--- src/rtl/mseq_pkg.sv ---
package mseq_pkg;

    typedef enum logic [1:0] {
        SEQ_WARM = 2'd0,
        SEQ_IDLE = 2'd1,
        SEQ_HOLD = 2'd2
    } seq_state_t;

    function automatic int cnt_width(input int limit);
        return (limit > 1) ? $clog2(limit) : 1;
    endfunction

endpackage

--- src/rtl/mseq_tick_count.sv ---
// Wrapping tick counter: counts qualified steps 0..LIMIT-1 and flags the last.
module mseq_tick_count #(
    parameter int LIMIT = 16
) (
    input  logic clk,
    input  logic rst_n,
    input  logic step,
    output logic last
);
    localparam int W = mseq_pkg::cnt_width(LIMIT);
    localparam logic [W-1:0] TOP = W'(LIMIT - 1);

    logic [W-1:0] cnt_q;

    assign last = (cnt_q == TOP);

    always_ff @(posedge clk or negedge rst_n) begin
        if (!rst_n) begin
            cnt_q <= '0;
        end else if (step) begin
            if (last) begin
                cnt_q <= '0;
            end else begin
                cnt_q <= cnt_q + W'(1);
            end
        end
    end

endmodule

--- src/rtl/mseq_hold_timer.sv ---
// Reloadable down counter for the output hold window.
module mseq_hold_timer #(
    parameter int HOLD_TICKS = 100
) (
    input  logic clk,
    input  logic rst_n,
    input  logic load,
    input  logic dec,
    output logic spent
);
    localparam int W = mseq_pkg::cnt_width(HOLD_TICKS);
    localparam logic [W-1:0] FULL = W'(HOLD_TICKS - 1);

    logic [W-1:0] cnt_q;

    assign spent = (cnt_q == '0);

    always_ff @(posedge clk or negedge rst_n) begin
        if (!rst_n) begin
            cnt_q <= '0;
        end else if (load) begin
            cnt_q <= FULL;
        end else if (dec && !spent) begin
            cnt_q <= cnt_q - W'(1);
        end
    end

endmodule

--- src/rtl/motion_out_seq.sv ---
module motion_out_seq #(
    parameter int WARM_TICKS  = 1875,
    parameter int BLINK_TICKS = 16,
    parameter int HOLD_TICKS  = 100
) (
    input  logic clk,
    input  logic rst_n,
    input  logic tick,
    input  logic detect,
    input  logic led_en_n,
    output logic out_o,
    output logic led_o,
    output logic recog_en_o
);
    import mseq_pkg::*;

    seq_state_t state_q;
    seq_state_t state_nxt;

    logic warm_step;
    logic warm_last;
    logic blink_last;
    logic hold_load;
    logic hold_dec;
    logic hold_spent;
    logic blink_q;
    logic blink_nxt;
    logic out_q;
    logic led_q;
    logic recog_q;

    assign warm_step = tick && (state_q == SEQ_WARM);
    assign hold_load = tick && detect && (state_q != SEQ_WARM);
    assign hold_dec  = tick && (state_q == SEQ_HOLD);

    mseq_tick_count #(.LIMIT(WARM_TICKS)) u_warm_cnt (
        .clk   (clk),
        .rst_n (rst_n),
        .step  (warm_step),
        .last  (warm_last)
    );

    mseq_tick_count #(.LIMIT(BLINK_TICKS)) u_blink_cnt (
        .clk   (clk),
        .rst_n (rst_n),
        .step  (warm_step),
        .last  (blink_last)
    );

    mseq_hold_timer #(.HOLD_TICKS(HOLD_TICKS)) u_hold (
        .clk   (clk),
        .rst_n (rst_n),
        .load  (hold_load),
        .dec   (hold_dec),
        .spent (hold_spent)
    );

    // Next-state logic
    always_comb begin
        state_nxt = state_q;
        if (tick) begin
            unique case (state_q)
                SEQ_WARM: begin
                    if (warm_last) state_nxt = SEQ_IDLE;
                end
                SEQ_IDLE: begin
                    if (detect) state_nxt = SEQ_HOLD;
                end
                SEQ_HOLD: begin
                    if (detect)          state_nxt = SEQ_HOLD;
                    else if (hold_spent) state_nxt = SEQ_IDLE;
                end
                default: state_nxt = SEQ_WARM;
            endcase
        end
    end

    assign blink_nxt = blink_q ^ (warm_step && blink_last);

    // State register
    always_ff @(posedge clk or negedge rst_n) begin
        if (!rst_n) begin
            state_q <= SEQ_WARM;
        end else begin
            state_q <= state_nxt;
        end
    end

    // Output registers, loaded from the next state on tick edges
    always_ff @(posedge clk or negedge rst_n) begin
        if (!rst_n) begin
            blink_q <= 1'b0;
            out_q   <= 1'b0;
            led_q   <= 1'b0;
            recog_q <= 1'b0;
        end else if (tick) begin
            blink_q <= blink_nxt;
            unique case (state_nxt)
                SEQ_WARM: begin
                    out_q   <= 1'b0;
                    led_q   <= blink_nxt;
                    recog_q <= 1'b0;
                end
                SEQ_IDLE: begin
                    out_q   <= 1'b0;
                    led_q   <= 1'b0;
                    recog_q <= 1'b1;
                end
                SEQ_HOLD: begin
                    out_q   <= 1'b1;
                    led_q   <= !led_en_n;
                    recog_q <= 1'b1;
                end
                default: begin
                    out_q   <= 1'b0;
                    led_q   <= 1'b0;
                    recog_q <= 1'b0;
                end
            endcase
        end
    end

    assign out_o      = out_q;
    assign led_o      = led_q;
    assign recog_en_o = recog_q;

endmodule

--- config.mk ---
export PLATFORM = sky130hd
export DESIGN_NAME = motion_out_seq
export DESIGN_NICKNAME = d
export VERILOG_FILES = /design/src/rtl/mseq_pkg.sv /design/src/rtl/mseq_tick_count.sv /design/src/rtl/mseq_hold_timer.sv /design/src/rtl/motion_out_seq.sv
export SDC_FILE = /design/constraint.sdc
export NUM_CORES = 1
export LEC_CHECK = 0
export CAP_MARGIN = 40
export CORE_AREA = 2 2 62 64
export DETAILED_ROUTE_END_ITERATION = 16
export DIE_AREA = 0 0 64 66
export SYNTH_ARGS = -nofsm -noshare
export SYNTH_HDL_FRONTEND = slang
export SYNTH_SLANG_ARGS = --single-unit
--- constraint.sdc ---
create_clock -name clk -period 2.1 [get_ports clk]
set_input_delay 0.525 -clock clk [delete_from_list [all_inputs] [get_ports clk]]
set_output_delay 0.525 -clock clk [all_outputs]
set_load 0.01 [all_outputs]
==> impl_metrics.tcl, run 1 <==
set metrics [dict create \
    gp_congestion 0.823 \
    reg2reg_depth 9 \
    synthArstFlopShare_pct 100 \
    p_per_area_nw_per_um2 1040 \
    finalHoldViolCount 0 \
    drc 0 \
    stdcell_count 226 \
    synth_seq_cells 28 \
    grt_pass1_vias 1238 \
    regArea_um2 701 \
    via_per_inst 5.30 \
    p_leak_nw 0.870 \
    clock-sinks 28 \
    fin_ws_ns -0.129 \
    power_mw 1.96 \
    wl_per_cell_um 13.3 \
    synth_edf_count 0 \
    grt_overflow 0 \
    worst_slew_pin_slew_ns 0.514 \
    synth.largest_area_cell "dfrtp_1" \
    multi_input_area_um2 813 \
    status "complete, but fails checks" \
    cap_violations 0 \
    final_cell_mix "dfrtp_1, buf_4, nand2_1" \
    diodes 0 \
    hpwl_mm 2.26 \
    syn_avg_cell_area_um2 10.3 \
    syn_nets 159 \
    slew_headroom_pct 65.6 \
    worstHoldPathType "input port to async pin" \
    fillerInstances 313 \
    row_count 22 \
    ctsHoldBuffers 0 \
    crit_path_end_kind "register" \
    root_buffer "clkbuf_4" \
    dr.first_iter.drc_count 40 \
    drt_wl_total_mm 3.02 \
    fin_util_pct 53.0 \
    cts_tree "done" \
    pre_cts_ws_ns -0.498 \
    start_kind "register" \
    antenna_found_initial 0 \
    die-area_um2 4220 \
    drive_gt1_share_pct 24.2 \
    cts_made_buffers 3 \
    port_buffers 7 \
    fin_area_um2 1880 \
    core-area_um2 3550 \
    clk_pin_slew_ns 0.15 \
    place_area_um2 1800 \
    die_x_um 64 \
    nets 192 \
    max_clock_freq_mhz 449 \
    cp-endpoint "led_o" \
    synth.top_cell.area_share_pct 46.1 \
    ys_warn_count 0 \
    io_pins 8 \
    synth_area_leaders "dfrtp_1, ha_1, xor2_1" \
    drv_slew 0 \
    arrival_ns 2.47 \
    dr_total_vias 1197 \
    dp.cells 220 \
    ys_seq_area_share_pct 46.1 \
    antenna_left 0 \
    die_h_um 66 \
    syn_area_um2 1520 \
    rsz0062_at_grt "yes" \
    synthDistinctLibCells 43 \
    r2r_slack_ns -0.13 \
    r2r_end "led_o" \
    min_period_ns 2.23 \
    htreeDepth 1 \
    insertion_delay_ns 0.34 \
    peakVddDrop_uv 554 \
    ys.flop_type "dfrtp_1" \
    grt_max_degree 29 \
    violations "setup timing" \
    finClkSkew_ns 0.00699 \
    min_period_over_period_pct 106 \
    setup_violations 1 \
    cts_buffer_depth 2 \
    worstSetupPathType "register to register" \
    reg2reg_from "u_warm_cnt.cnt_q[0]" \
    required_ns 2.34 \
    firstDrtPassIters 4 \
    start_util_pct 42.8 \
    globalRouteTotalUtil_pct 17.0 \
    final_common_cell "dfrtp_1" \
    critPathLaunch "u_warm_cnt.cnt_q[0]" \
    grt_pass1_wl_mm 5.51 \
    synth_cells 147 \
    critPathMaxFanout 3 \
    synthToLayoutAreaGrowth_pct 23.9 \
]
## worst min path at each step
stage                    startpoint              endpoint  slack (ns)  cells after the start
6_report                      rst_n       u_hold.cnt_q[5]        0.54                      2
5_1_grt        u_blink_cnt.cnt_q[3]  u_blink_cnt.cnt_q[3]        0.56                      1
4_1_cts        u_blink_cnt.cnt_q[3]  u_blink_cnt.cnt_q[3]        0.53                      1
3_5_place_dp                blink_q               blink_q        0.50                      1
3_3_place_gp   u_blink_cnt.cnt_q[3]  u_blink_cnt.cnt_q[3]        0.47                      1
2_1_floorplan                 rst_n               blink_q        0.23                      0
## cell usage after synthesis (2+ instances only)
library cell / number
a21o_1: 2
a21oi_1: 4
buf_6: 2
dfrtp_1: 28
ha_1: 7
inv_1: 7
nand2_1: 17
nand2b_1: 2
nand3_1: 3
nand4_1: 4
nor2_1: 10
nor3_1: 5
nor4_1: 2
nor4_4: 2
o211a_1: 2
o211ai_1: 4
o21ai_0: 7
o21ai_1: 2
xnor2_1: 6
xor2_1: 8
## routing by layer
layer / GRT usage, % / up-vias / wire length (um)
li1: - / 590 / -
met3: 2.90 / 5 / 81
met1: 20.5 / 582 / 1390
met5: 0 / - / 0
met4: 8.42 / 0 / 60
met2: 29.3 / 20 / 1490
## state kept, by name, summed over array words and instances, names as in the netlist
| signal | count |
|---|---|
| u_warm_cnt.cnt_q | 11 |
| u_blink_cnt.cnt_q | 4 |
| out_o | 1 |
| u_hold.cnt_q | 7 |
| state_q | 2 |
| blink_q | 1 |
| recog_en_o | 1 |
| led_o | 1 |
## what timing repair did
item | CTS | global route
setup buffers | 1 | 2
gates resized for setup | 2 | 9
pin swaps | 2 | 8
setup endpoints to repair | 2 | 2
endpoints found under the hold margin | 0 | 0
## layout make-up
| cell class | instances | share of cell area (%) |
|---|---|---|
| multi-input cells | 108 | 43.2 |
| flip-flops and latches | 28 | 37.2 |
| repair buffers | 32 | 13.8 |
| well taps | 48 | 3.19 |
| inverters | 7 | 1.40 |
| clock buffers | 3 | 1.20 |
## kinds of logic after synthesis
kind of cell / Yosys count / synth area share, %
AND/OR/NAND/NOR: 57 / 22.5
AO/OA/AOI/OAI: 28 / 12.4
flip-flops: 28 / 46.1
XOR/XNOR: 14 / 8.07
buffers and inverters: 11 / 3.79
adder cells (fa/ha/maj): 7 / 5.76
multiplexers: 2 / 1.40
## worst max-delay path: stages (launching register included)
cell and delay [ns]:
dfrtp_1 0.40, inv_1 0.06, ha_2 0.14, or4b_4 0.49, nor4_4 0.30, a211oi_2 0.11
ha_2 0.20, o211a_1 0.13, o32ai_2 0.25, a21oi_1 0.06
## metrics by stage
step	hold WS [ns]	setup TNS [ns]
after global routing	0.560	-0.291
after CTS	0.534	-0.120
after detailed placement	0.496	-1.59
after global placement	0.472	-1.42
final	0.540	-0.129
after floorplan	0.229	-0.136
## report_power, final
group          leakage [nW]  internal (mW)  total, mW  switching, mW
sequential            0.351          0.731      0.892          0.160
combinational         0.505          0.435      0.840          0.405
clock                0.0138         0.0677      0.228          0.160
total                 0.870           1.23       1.96          0.726
Note: power is estimated with default switching activity, not from simulation.
==> run 2, diff against run 1 <==
- GPL_TIMING_DRIVEN: unset -> 1
- REMOVE_ABC_BUFFERS: unset -> 1
==> run 2 against run 1 <==
Worst setup slack got worse by 0.017 ns. Largest power group unchanged. Register-to-register slack about the same. The flow still finishes with violations (setup timing). Critical path depth is 1 lower. Combinational power up 3.6%. Die area did not move. Fmax is 0.74% lower. Utilization decreased by 0.70 points. Cell count unchanged. First-iteration DRC count is 28% lower. Non-clock buffer count is the same. Sequential share of layout area is 0.50 points higher. Sequential power fell by 2%.
==> impl_metrics.tcl, run 2 (same netlist as run 1, synthesis figures left out) <==
set metrics [dict create \
    drv_slew 0 \
    row_count 22 \
    comb_power_share_pct 44.2 \
    largestRegisters "u_warm_cnt.cnt_q (11), u_hold.cnt_q (7), u_blink_cnt.cnt_q (4)" \
    cap_violations 0 \
    clk_pin_slew_ns 0.15 \
    ctsHoldBuffers 0 \
    die_x_um 64 \
    die-area_um2 4220 \
    finalHoldViolCount 0 \
    cts_buffer_depth 2 \
    pre_cts_ws_ns -0.520 \
    port_buffers 7 \
    peakVddDrop_uv 531 \
    die_h_um 66 \
    worstHoldPathType "register to register" \
    cts_tree "done" \
    switching_share_pct 36.7 \
    start_util_pct 42.8 \
    globalRouteTotalUtil_pct 16.4 \
    finalSetupTns_ns -0.146 \
    p_per_area_nw_per_um2 1060 \
    insertion_delay_ns 0.34 \
    max_clock_freq_mhz 445 \
    status "complete, but fails checks" \
    htreeDepth 1 \
    pwr-share-clk_pct 11.4 \
    final_cell_mix "dfrtp_1, buf_4, nand2_1" \
    synthToLayoutAreaGrowth_pct 22.2 \
    grt_pass1_wl_mm 5.43 \
    finClkSkew_ns 0.0149 \
    largest_reg_flops 11 \
    violations "setup timing" \
    firstDrtPassIters 4 \
    fin_ws_ns -0.146 \
    critPathMaxFanout 3 \
    regMostFlops "u_warm_cnt.cnt_q" \
    hpwl_mm 2.19 \
    slew_headroom_pct 66.8 \
    crit_path_end_kind "register" \
    worst_slew_pin_slew_ns 0.496 \
    grt_pass1_vias 1228 \
    min_period_over_period_pct 107 \
    grt_overflow 0 \
    start_kind "input port" \
    timing.hold.ws_ns 0.496 \
    dr_total_vias 1182 \
    p_leak_nw 0.863 \
    antenna_left 0 \
    power_mw 1.97 \
    root_buffer "clkbuf_4" \
    diodes 0 \
    p_int_mw 1.25 \
    rsz0062_at_grt "yes" \
    dr.first_iter.drc_count 29 \
    wl_per_cell_um 13.2 \
    nets 192 \
    p_switching_mw 0.721 \
    fin_util_pct 52.3 \
    required_ns 2.34 \
    io_pins 8 \
    clock-sinks 28 \
    arrival_ns 2.49 \
    grt_max_degree 29 \
    drive_gt1_share_pct 21.9 \
    final_common_cell "dfrtp_1" \
    drt_wl_total_mm 2.97 \
    seqPwrFrac_pct 44.4 \
    drc 0 \
    antenna_found_initial 0 \
    via_per_inst 5.23 \
    cts_made_buffers 3 \
    gp_congestion 0.698 \
    setup_violations 1 \
    core-area_um2 3550 \
    worstSetupPathType "input port to register" \
    min_period_ns 2.25 \
    fillerInstances 318 \
]
## run 2: per-stage QoR
stage | cell area [um^2] | instances
5_1_grt | 1860 | 226
3_5_place_dp | 1790 | 221
4_1_cts | 1840 | 226
2_1_floorplan | 1490 | 143
3_3_place_gp | 1790 | 221
6_report | 1860 | 226
## run 2: cell type report
type                            count  area (um^2)  area share [%]
Inverter                            7         26.3            1.41
Tap cell                           48         60.1            3.23
Sequential cell                    28          701            37.7
Multi-Input combinational cell    108          791            42.6
Timing Repair Buffer               32          258            13.9
Clock buffer                        3         22.5            1.21
## run 2: critical path: stages
cell	delay [ns]
clkdlybuf4s50_1	0.47
or3b_4	0.40
nor4_4	0.32
a211oi_2	0.09
ha_2	0.19
nor4b_2	0.15
o32ai_1	0.27
a21oi_1	0.07
## run 2: repair_timing
item	CTS	global route
buffers inserted	2	1
pin swaps	5	1
setup endpoints to repair	2	4
resized for setup	3	4
## run 2: worst paths after layout
| check | startpoint | to | slack, ns | cells after the start |
|---|---|---|---|---|
| hold reg to reg | u_blink_cnt.cnt_q[3] | u_blink_cnt.cnt_q[3] | 0.50 | 1 |
| max in group asynchronous | rst_n | u_hold.cnt_q[1] | 1.27 | 2 |
| min in group asynchronous | rst_n | u_warm_cnt.cnt_q[2] | 0.55 | 2 |
| setup reg to reg | u_warm_cnt.cnt_q[0] | led_o | -0.14 | 9 |
| hold / removal | u_blink_cnt.cnt_q[3] | u_blink_cnt.cnt_q[3] | 0.50 | 1 |
| setup / recovery | tick | led_o | -0.15 | 8 |
## run 2: power by group through the flow
stage | combinational (mW) | sequential [mW] | clock (mW)
floorplan | 0.432 | 0.914 | 0
CTS | 0.856 | 0.867 | 0.233
global placement | 0.809 | 0.866 | 0
detailed placement | 0.848 | 0.877 | 0
finish | 0.870 | 0.873 | 0.224
global route | 0.987 | 0.900 | 0.248
## run 2: layer usage
| layer | wire (um) | GRT usage (%) | vias to the layer above |
|---|---|---|---|
| met3 | 65 | 1.53 | 5 |
| met4 | 59 | 7.34 | 0 |
| li1 | - | - | 590 |
| met1 | 1410 | 19.6 | 571 |
| met5 | 0 | 0 | - |
| met2 | 1440 | 29.7 | 16 |
